### config.mk
export PLATFORM = sky130hd
export DESIGN_NAME = dma_addr_gen
export DESIGN_NICKNAME = d
export VERILOG_FILES = /design/src/rtl/dma_addr_pkg.sv /design/src/rtl/dma_addr_split.sv /design/src/rtl/dma_addr_step.sv /design/src/rtl/dma_addr_gen.sv
export SDC_FILE = /design/constraint.sdc
export NUM_CORES = 1
export LEC_CHECK = 0
export ABC_AREA = 1
export BUFFER_PORTS_ARGS = -buffer_cell sky130_fd_sc_hd__buf_2
export CAP_MARGIN = 20
export CORE_UTILIZATION = 25
export CTS_BUF_LIST = sky130_fd_sc_hd__clkbuf_4 sky130_fd_sc_hd__clkbuf_8
export DETAILED_ROUTE_END_ITERATION = 10
export PLACE_DENSITY_LB_ADDON = 0.08
export SYNTH_ARGS = -nofsm -noshare
export SYNTH_HDL_FRONTEND = slang
export SYNTH_SLANG_ARGS = --single-unit
### constraint.sdc
create_clock -name clk -period 4.1 [get_ports clk]
set_input_delay 0.82 -clock clk [delete_from_list [all_inputs] [get_ports clk]]
set_output_delay 0.82 -clock clk [all_outputs]
set_load 0.02 [all_outputs]
### src/rtl/dma_addr_pkg.sv
package dma_addr_pkg;

   typedef enum logic [1:0] {
      AM_FIXED  = 2'b00,
      AM_OFFSET = 2'b01,
      AM_INC    = 2'b10,
      AM_DEC    = 2'b11
   } amode_e;

   typedef enum logic [1:0] {
      SZ_BYTE = 2'b00,
      SZ_WORD = 2'b01,
      SZ_LONG = 2'b10,
      SZ_RSVD = 2'b11
   } asize_e;

   // Byte count of an access size; the reserved code counts as a byte.
   function automatic logic [2:0] size_bytes(asize_e s);
      case (s)
         SZ_WORD: size_bytes = 3'd2;
         SZ_LONG: size_bytes = 3'd4;
         default: size_bytes = 3'd1;
      endcase
   endfunction

endpackage

### src/rtl/dma_addr_split.sv
// Picks the largest naturally aligned bus cycle that fits the bytes owed.
module dma_addr_split
   import dma_addr_pkg::*;
(
   input  logic [1:0] addr_lo,
   input  logic [2:0] rem_bytes,
   output asize_e     sub_size,
   output logic [2:0] sub_bytes
);
   always_comb begin
      if (rem_bytes >= 3'd4 && addr_lo == 2'b00) begin
         sub_size  = SZ_LONG;
         sub_bytes = 3'd4;
      end else if (rem_bytes >= 3'd2 && !addr_lo[0]) begin
         sub_size  = SZ_WORD;
         sub_bytes = 3'd2;
      end else begin
         sub_size  = SZ_BYTE;
         sub_bytes = 3'd1;
      end
   end
endmodule

### src/rtl/dma_addr_step.sv
// Full-access update: mode arithmetic, then window masking against the base.
module dma_addr_step
   import dma_addr_pkg::*;
#(
   parameter int AW = 32
) (
   input  logic [AW-1:0] base,
   input  amode_e        mode,
   input  logic [2:0]    step_bytes,
   input  logic [AW-1:0] offset,
   input  logic [AW-1:0] area_mask,
   output logic [AW-1:0] next_addr
);
   logic [AW-1:0] raw;

   always_comb begin
      case (mode)
         AM_OFFSET: raw = base + offset;
         AM_INC:    raw = base + AW'(step_bytes);
         AM_DEC:    raw = base - AW'(step_bytes);
         default:   raw = base;
      endcase
      next_addr = (base & ~area_mask) | (raw & area_mask);
   end
endmodule

### src/rtl/dma_addr_gen.sv
module dma_addr_gen
   import dma_addr_pkg::*;
#(
   parameter int AW    = 32,
   parameter int CNT_W = 16
) (
   input  logic                  clk,
   input  logic                  rst_n,
   input  logic                  start,
   input  logic [AW-1:0]         cfg_addr,
   input  logic [1:0]            cfg_mode,
   input  logic [1:0]            cfg_size,
   input  logic [AW-1:0]         cfg_offset,
   input  logic                  cfg_rpt_en,
   input  logic [CNT_W-1:0]      cfg_rpt_len,
   input  logic                  cfg_ext_en,
   input  logic [$clog2(AW)-1:0] cfg_ext_log2,
   input  logic                  cyc_done,
   output logic [AW-1:0]         addr,
   output logic [1:0]            cyc_size,
   output logic                  busy
);
   localparam int LOG_W = $clog2(AW);

   if (AW < 8 || AW > 64) begin : g_bad_aw
      $error("dma_addr_gen: AW must be 8..64");
   end
   if (CNT_W < 1 || CNT_W > 32) begin : g_bad_cnt
      $error("dma_addr_gen: CNT_W must be 1..32");
   end

   logic [AW-1:0]    addr_q, base_q, start_q, offset_q;
   logic [2:0]       rem_q;
   logic [CNT_W-1:0] cnt_q, rpt_len_q;
   amode_e           mode_q;
   asize_e           size_q;
   logic             rpt_en_q, ext_en_q;
   logic [LOG_W-1:0] log2_q;

   logic [AW-1:0] area_mask, interim, next_full, final_addr;
   logic [2:0]    full_bytes, sub_bytes;
   asize_e        sub_size;
   logic          last_sub, reload;

   // Window mask: bit i moves only when it lies below the window exponent.
   for (genvar i = 0; i < AW; i++) begin : g_mask
      assign area_mask[i] = !ext_en_q || (LOG_W'(i) < log2_q) && (i < (1 << LOG_W));
   end

   dma_addr_split u_split (
      .addr_lo   (addr_q[1:0]),
      .rem_bytes (rem_q),
      .sub_size  (sub_size),
      .sub_bytes (sub_bytes)
   );

   dma_addr_step #(.AW(AW)) u_step (
      .base       (base_q),
      .mode       (mode_q),
      .step_bytes (full_bytes),
      .offset     (offset_q),
      .area_mask  (area_mask),
      .next_addr  (next_full)
   );

   assign full_bytes = size_bytes(size_q);
   assign last_sub   = (sub_bytes == rem_q);
   assign interim    = (addr_q & ~area_mask) | ((addr_q + AW'(sub_bytes)) & area_mask);
   assign reload     = rpt_en_q && (cnt_q == rpt_len_q - CNT_W'(1));
   assign final_addr = reload ? start_q : next_full;

   always_ff @(posedge clk or negedge rst_n) begin
      if (!rst_n) begin
         addr_q    <= '0;
         base_q    <= '0;
         start_q   <= '0;
         offset_q  <= '0;
         rem_q     <= 3'd1;
         cnt_q     <= '0;
         rpt_len_q <= '0;
         mode_q    <= AM_FIXED;
         size_q    <= SZ_BYTE;
         rpt_en_q  <= 1'b0;
         ext_en_q  <= 1'b0;
         log2_q    <= '0;
      end else if (start) begin
         addr_q    <= cfg_addr;
         base_q    <= cfg_addr;
         start_q   <= cfg_addr;
         offset_q  <= cfg_offset;
         rem_q     <= size_bytes(asize_e'(cfg_size));
         cnt_q     <= '0;
         rpt_len_q <= cfg_rpt_len;
         mode_q    <= amode_e'(cfg_mode);
         size_q    <= asize_e'(cfg_size);
         rpt_en_q  <= cfg_rpt_en;
         ext_en_q  <= cfg_ext_en;
         log2_q    <= cfg_ext_log2;
      end else if (cyc_done) begin
         if (last_sub) begin
            addr_q <= final_addr;
            base_q <= final_addr;
            rem_q  <= full_bytes;
            cnt_q  <= reload ? '0 : cnt_q + CNT_W'(1);
         end else begin
            addr_q <= interim;
            rem_q  <= rem_q - sub_bytes;
         end
      end
   end

   assign addr     = addr_q;
   assign cyc_size = sub_size;
   assign busy     = (rem_q != full_bytes);
endmodule

==> impl_metrics.py <==
metrics = {
    "outcome": {
        "outcome": "complete, no violations",
    },
    "grt": {
        "grtUsageTotal_pct": 22.4,
        "overflow": 0,
        "grt_pass1_wl_mm": 92.2,
        "grt_start_max_net_pins": 80,
        "antenna_found_initial": 1,
        "grt_pass1_vias": 14845,
    },
    "clock_tree": {
        "cts_sinks": 174,
        "cts.clk_slew.worst_paths_ps": 110,
        "cts_buffers": 17,
        "cts_root_buf": "clkbuf_8",
        "ctsHoldBuffers": 0,
        "clk_path_buf_depth": 2,
        "cts_tree": "yes",
        "h-tree-depth": 4,
        "clock_latency_ps": 600,
    },
    "setup_path": {
        "worst_ep_required_time_ps": 4630,
        "critPathLaunchType": "flip-flop",
        "worstPathMaxFanout": 5,
        "critical_path_arrival_ps": 4340,
        "crit_path_end_kind": "flip-flop",
        "path_class": "reg -> reg",
    },
    "drt": {
        "drt-total-wl_mm": 61.8,
        "vias": 14937,
        "routedWlPerCell_um": 20.3,
        "ant_nets": 0,
        "drtPass1Iterations": 6,
        "drt-initial-drc-count": 1074,
        "drc_errors": 0,
        "viasPerCell": 4.90,
    },
    "timing": {
        "hold_violations": 0,
        "max-slew-margin-rel_pct": 44.9,
        "max_freq_mhz": 262,
        "rsz0062_at_grt": "yes",
        "finalCriticalPeriod_ps": 3810,
        "finalSetupViolCount": 0,
        "period_share_pct": 92.9,
        "worst_clock_skew_ps": 26.4,
        "slew_violations": 0,
        "tightestPinTransition_ps": 826,
    },
    "die": {
        "boundaryPins": 130,
        "die_y_um": 236,
        "floorplan.initialDensity_pct": 25.4,
        "die_x_um": 236,
        "num_rows": 85,
        "core_area_mm2": 0.0540,
        "dieArea_mm2": 0.0559,
    },
    "yosys": {
        "yosysUniqueCellTypes": 55,
        "yosys_most_used_dff": "dfrtp_1",
        "ys_seq_elements": 174,
        "synth.net_count": 2312,
        "synth_top_cell_by_area": "dfrtp_1",
        "synthTopCellsByCount": "nand2_1, inv_1, nor2_1, o21ai_0, dfrtp_1",
        "synth_area_mm2": 0.0137,
        "syn_inst": 2171,
        "netlist.area_leader.share_pct": 31.5,
        "synthArstFlopShare_pct": 100,
        "synth_area_leaders": "dfrtp_1, nand2_1, inv_1, nor2_1, o21ai_0",
        "syn_avg_cell_area_um2": 6.33,
        "synth_edf_count": 0,
        "yosysWarnings": 0,
        "synthMostInstantiatedCell": "nand2_1",
        "yosysSeqAreaShare_pct": 31.7,
    },
    "finish": {
        "nNetsFinal": 2481,
        "nFillCells": 6086,
        "area_delta_synth_final_pct": 18.8,
        "fin_util_pct": 30.2,
        "seqCellArea_mm2": 0.00436,
        "multi_input_area_mm2": 0.00828,
        "drive_gt1_share_pct": 14.4,
        "layoutNonFillerInstCount": 3050,
    },
    "place": {
        "place.gp.congestion": 0.925,
        "port_buffers": 129,
        "dpl.cell_count": 3012,
        "dp.final_hpwl_mm": 49.1,
    },
    "min_path": {
        "hp-class": "in -> async",
    },
    "job": {
        "max_cap_violations": 0,
    },
    "power_and_ir_drop": {
        "vdd_ir_drop_max_v": 0.000281,
        "powerDensity_mw_per_mm2": 607,
        "power.leakage_nw": 8.20,
    },
}
## cell usage in the layout (no fill, tap or decap), types with 19 or more instances in the layout
| cell type | instances |
|---|---|
| a21oi_1 | 92 |
| nand3_1 | 145 |
| nor2_1 | 245 |
| nand4_1 | 54 |
| buf_2 | 127 |
| o21ai_1 | 21 |
| nor3_1 | 41 |
| o21ai_0 | 166 |
| nor2_2 | 19 |
| inv_1 | 297 |
| buf_4 | 75 |
| dfrtp_1 | 173 |
| xor2_1 | 40 |
| nand2_1 | 600 |
| ha_1 | 37 |
## logic make-up (layout without fill, tap and decap cells)
logic type | after synthesis | count (layout) | synth area share, %
compound gates | 367 | 367 | 14.8
xor+xnor | 49 | 49 | 3.12
fa+ha+maj | 46 | 46 | 4.30
buf+inv | 363 | 543 | 10.1
flops | 174 | 174 | 31.7
mux | 2 | 2 | 0.146
other cells | 0 | 3 | 0
simple gates | 1170 | 1170 | 35.8
## report_power, final
part           switching, mW  internal [mW]  total [mW]  leakage, nW
combinational           3.81           1.91        5.73         5.88
clock                  0.800          0.620        1.42        0.203
sequential             0.654           2.12        2.77         2.12
## final timing paths
check                                             start                  endpoint  slack (ps)  depth (start not counted)
worst max-delay path            offset_q[8]$_DFFE_PN0P_                 flip-flop         290                         25
worst min-delay path                              rst_n                 async pin         270                          1
worst max register to register  offset_q[8]$_DFFE_PN0P_                 flip-flop         290                         25
worst min register to register  start_q[10]$_DFFE_PN0P_   start_q[10]$_DFFE_PN0P_         480                          2
max in group asynchronous                         rst_n  offset_q[28]$_DFFE_PN0P_        2780                          2
min in group clk                         cfg_rpt_len[2]  rpt_len_q[2]$_DFFE_PN0P_         430                          3
## cell type report
cell class	instances	share of cell area, %
clock inverters	11	0.973
well taps	696	5.33
clock buffers	19	1.52
diodes	3	0.0460
inverters	307	7.05
multi-input cells	1634	50.7
flip-flops and latches	174	26.7
repair buffers	206	7.71
## worst max-delay path: stages, from the launching register on
cell and delay [ps]:
dfrtp_1 410, nor2_1 190, nand3_1 180, nor2_1 170
nand2_2 120, nor2_1 110, inv_1 80, nor2_2 150
o21ai_0 90, o21ai_0 220, buf_4 160, ha_1 280
a21oi_2 210, o21ai_2 80, a21oi_1 140, buf_4 150
nor2_1 50, nor2_2 160, nand3_1 210, nand2_1 110
nor2_1 40, nor2_1 90, nand2_1 60, nand2_1 110
nand2_1 60, a21oi_2 120
## through the flow
step	hold slack (ps)	worst slack [ps]	TNS [ps]	area (um2)	power (mW)
2_1_floorplan	437	803	0	13700	6.00
3_3_place_gp	456	-12.6	-21.3	15600	8.33
3_5_place_dp	458	-47.2	-47.2	15600	8.32
4_1_cts	276	23.3	0	16000	9.80
5_1_grt	329	-41.9	-103	16300	10.7
6_report	275	290	0	16300	9.92
## repair_timing
item | CTS | global route
hold endpoints to repair | 0 | 0
setup endpoints to repair | 1 | 28
setup buffers | 0 | 4
pin swaps | 0 | 26
resized for setup | 2 | 79
## layer usage
layer / vias to the layer above / track usage, % / part of all wire (%)
li1: 7371 / - / -
met1: 7131 / 28.3 / 44
met2: 357 / 37.9 / 48
met3: 78 / 3.79 / 4.7
met4: 0 / 8.84 / 3.3
met5: - / 0 / 0
Note: power is estimated with default switching activity, not from simulation.
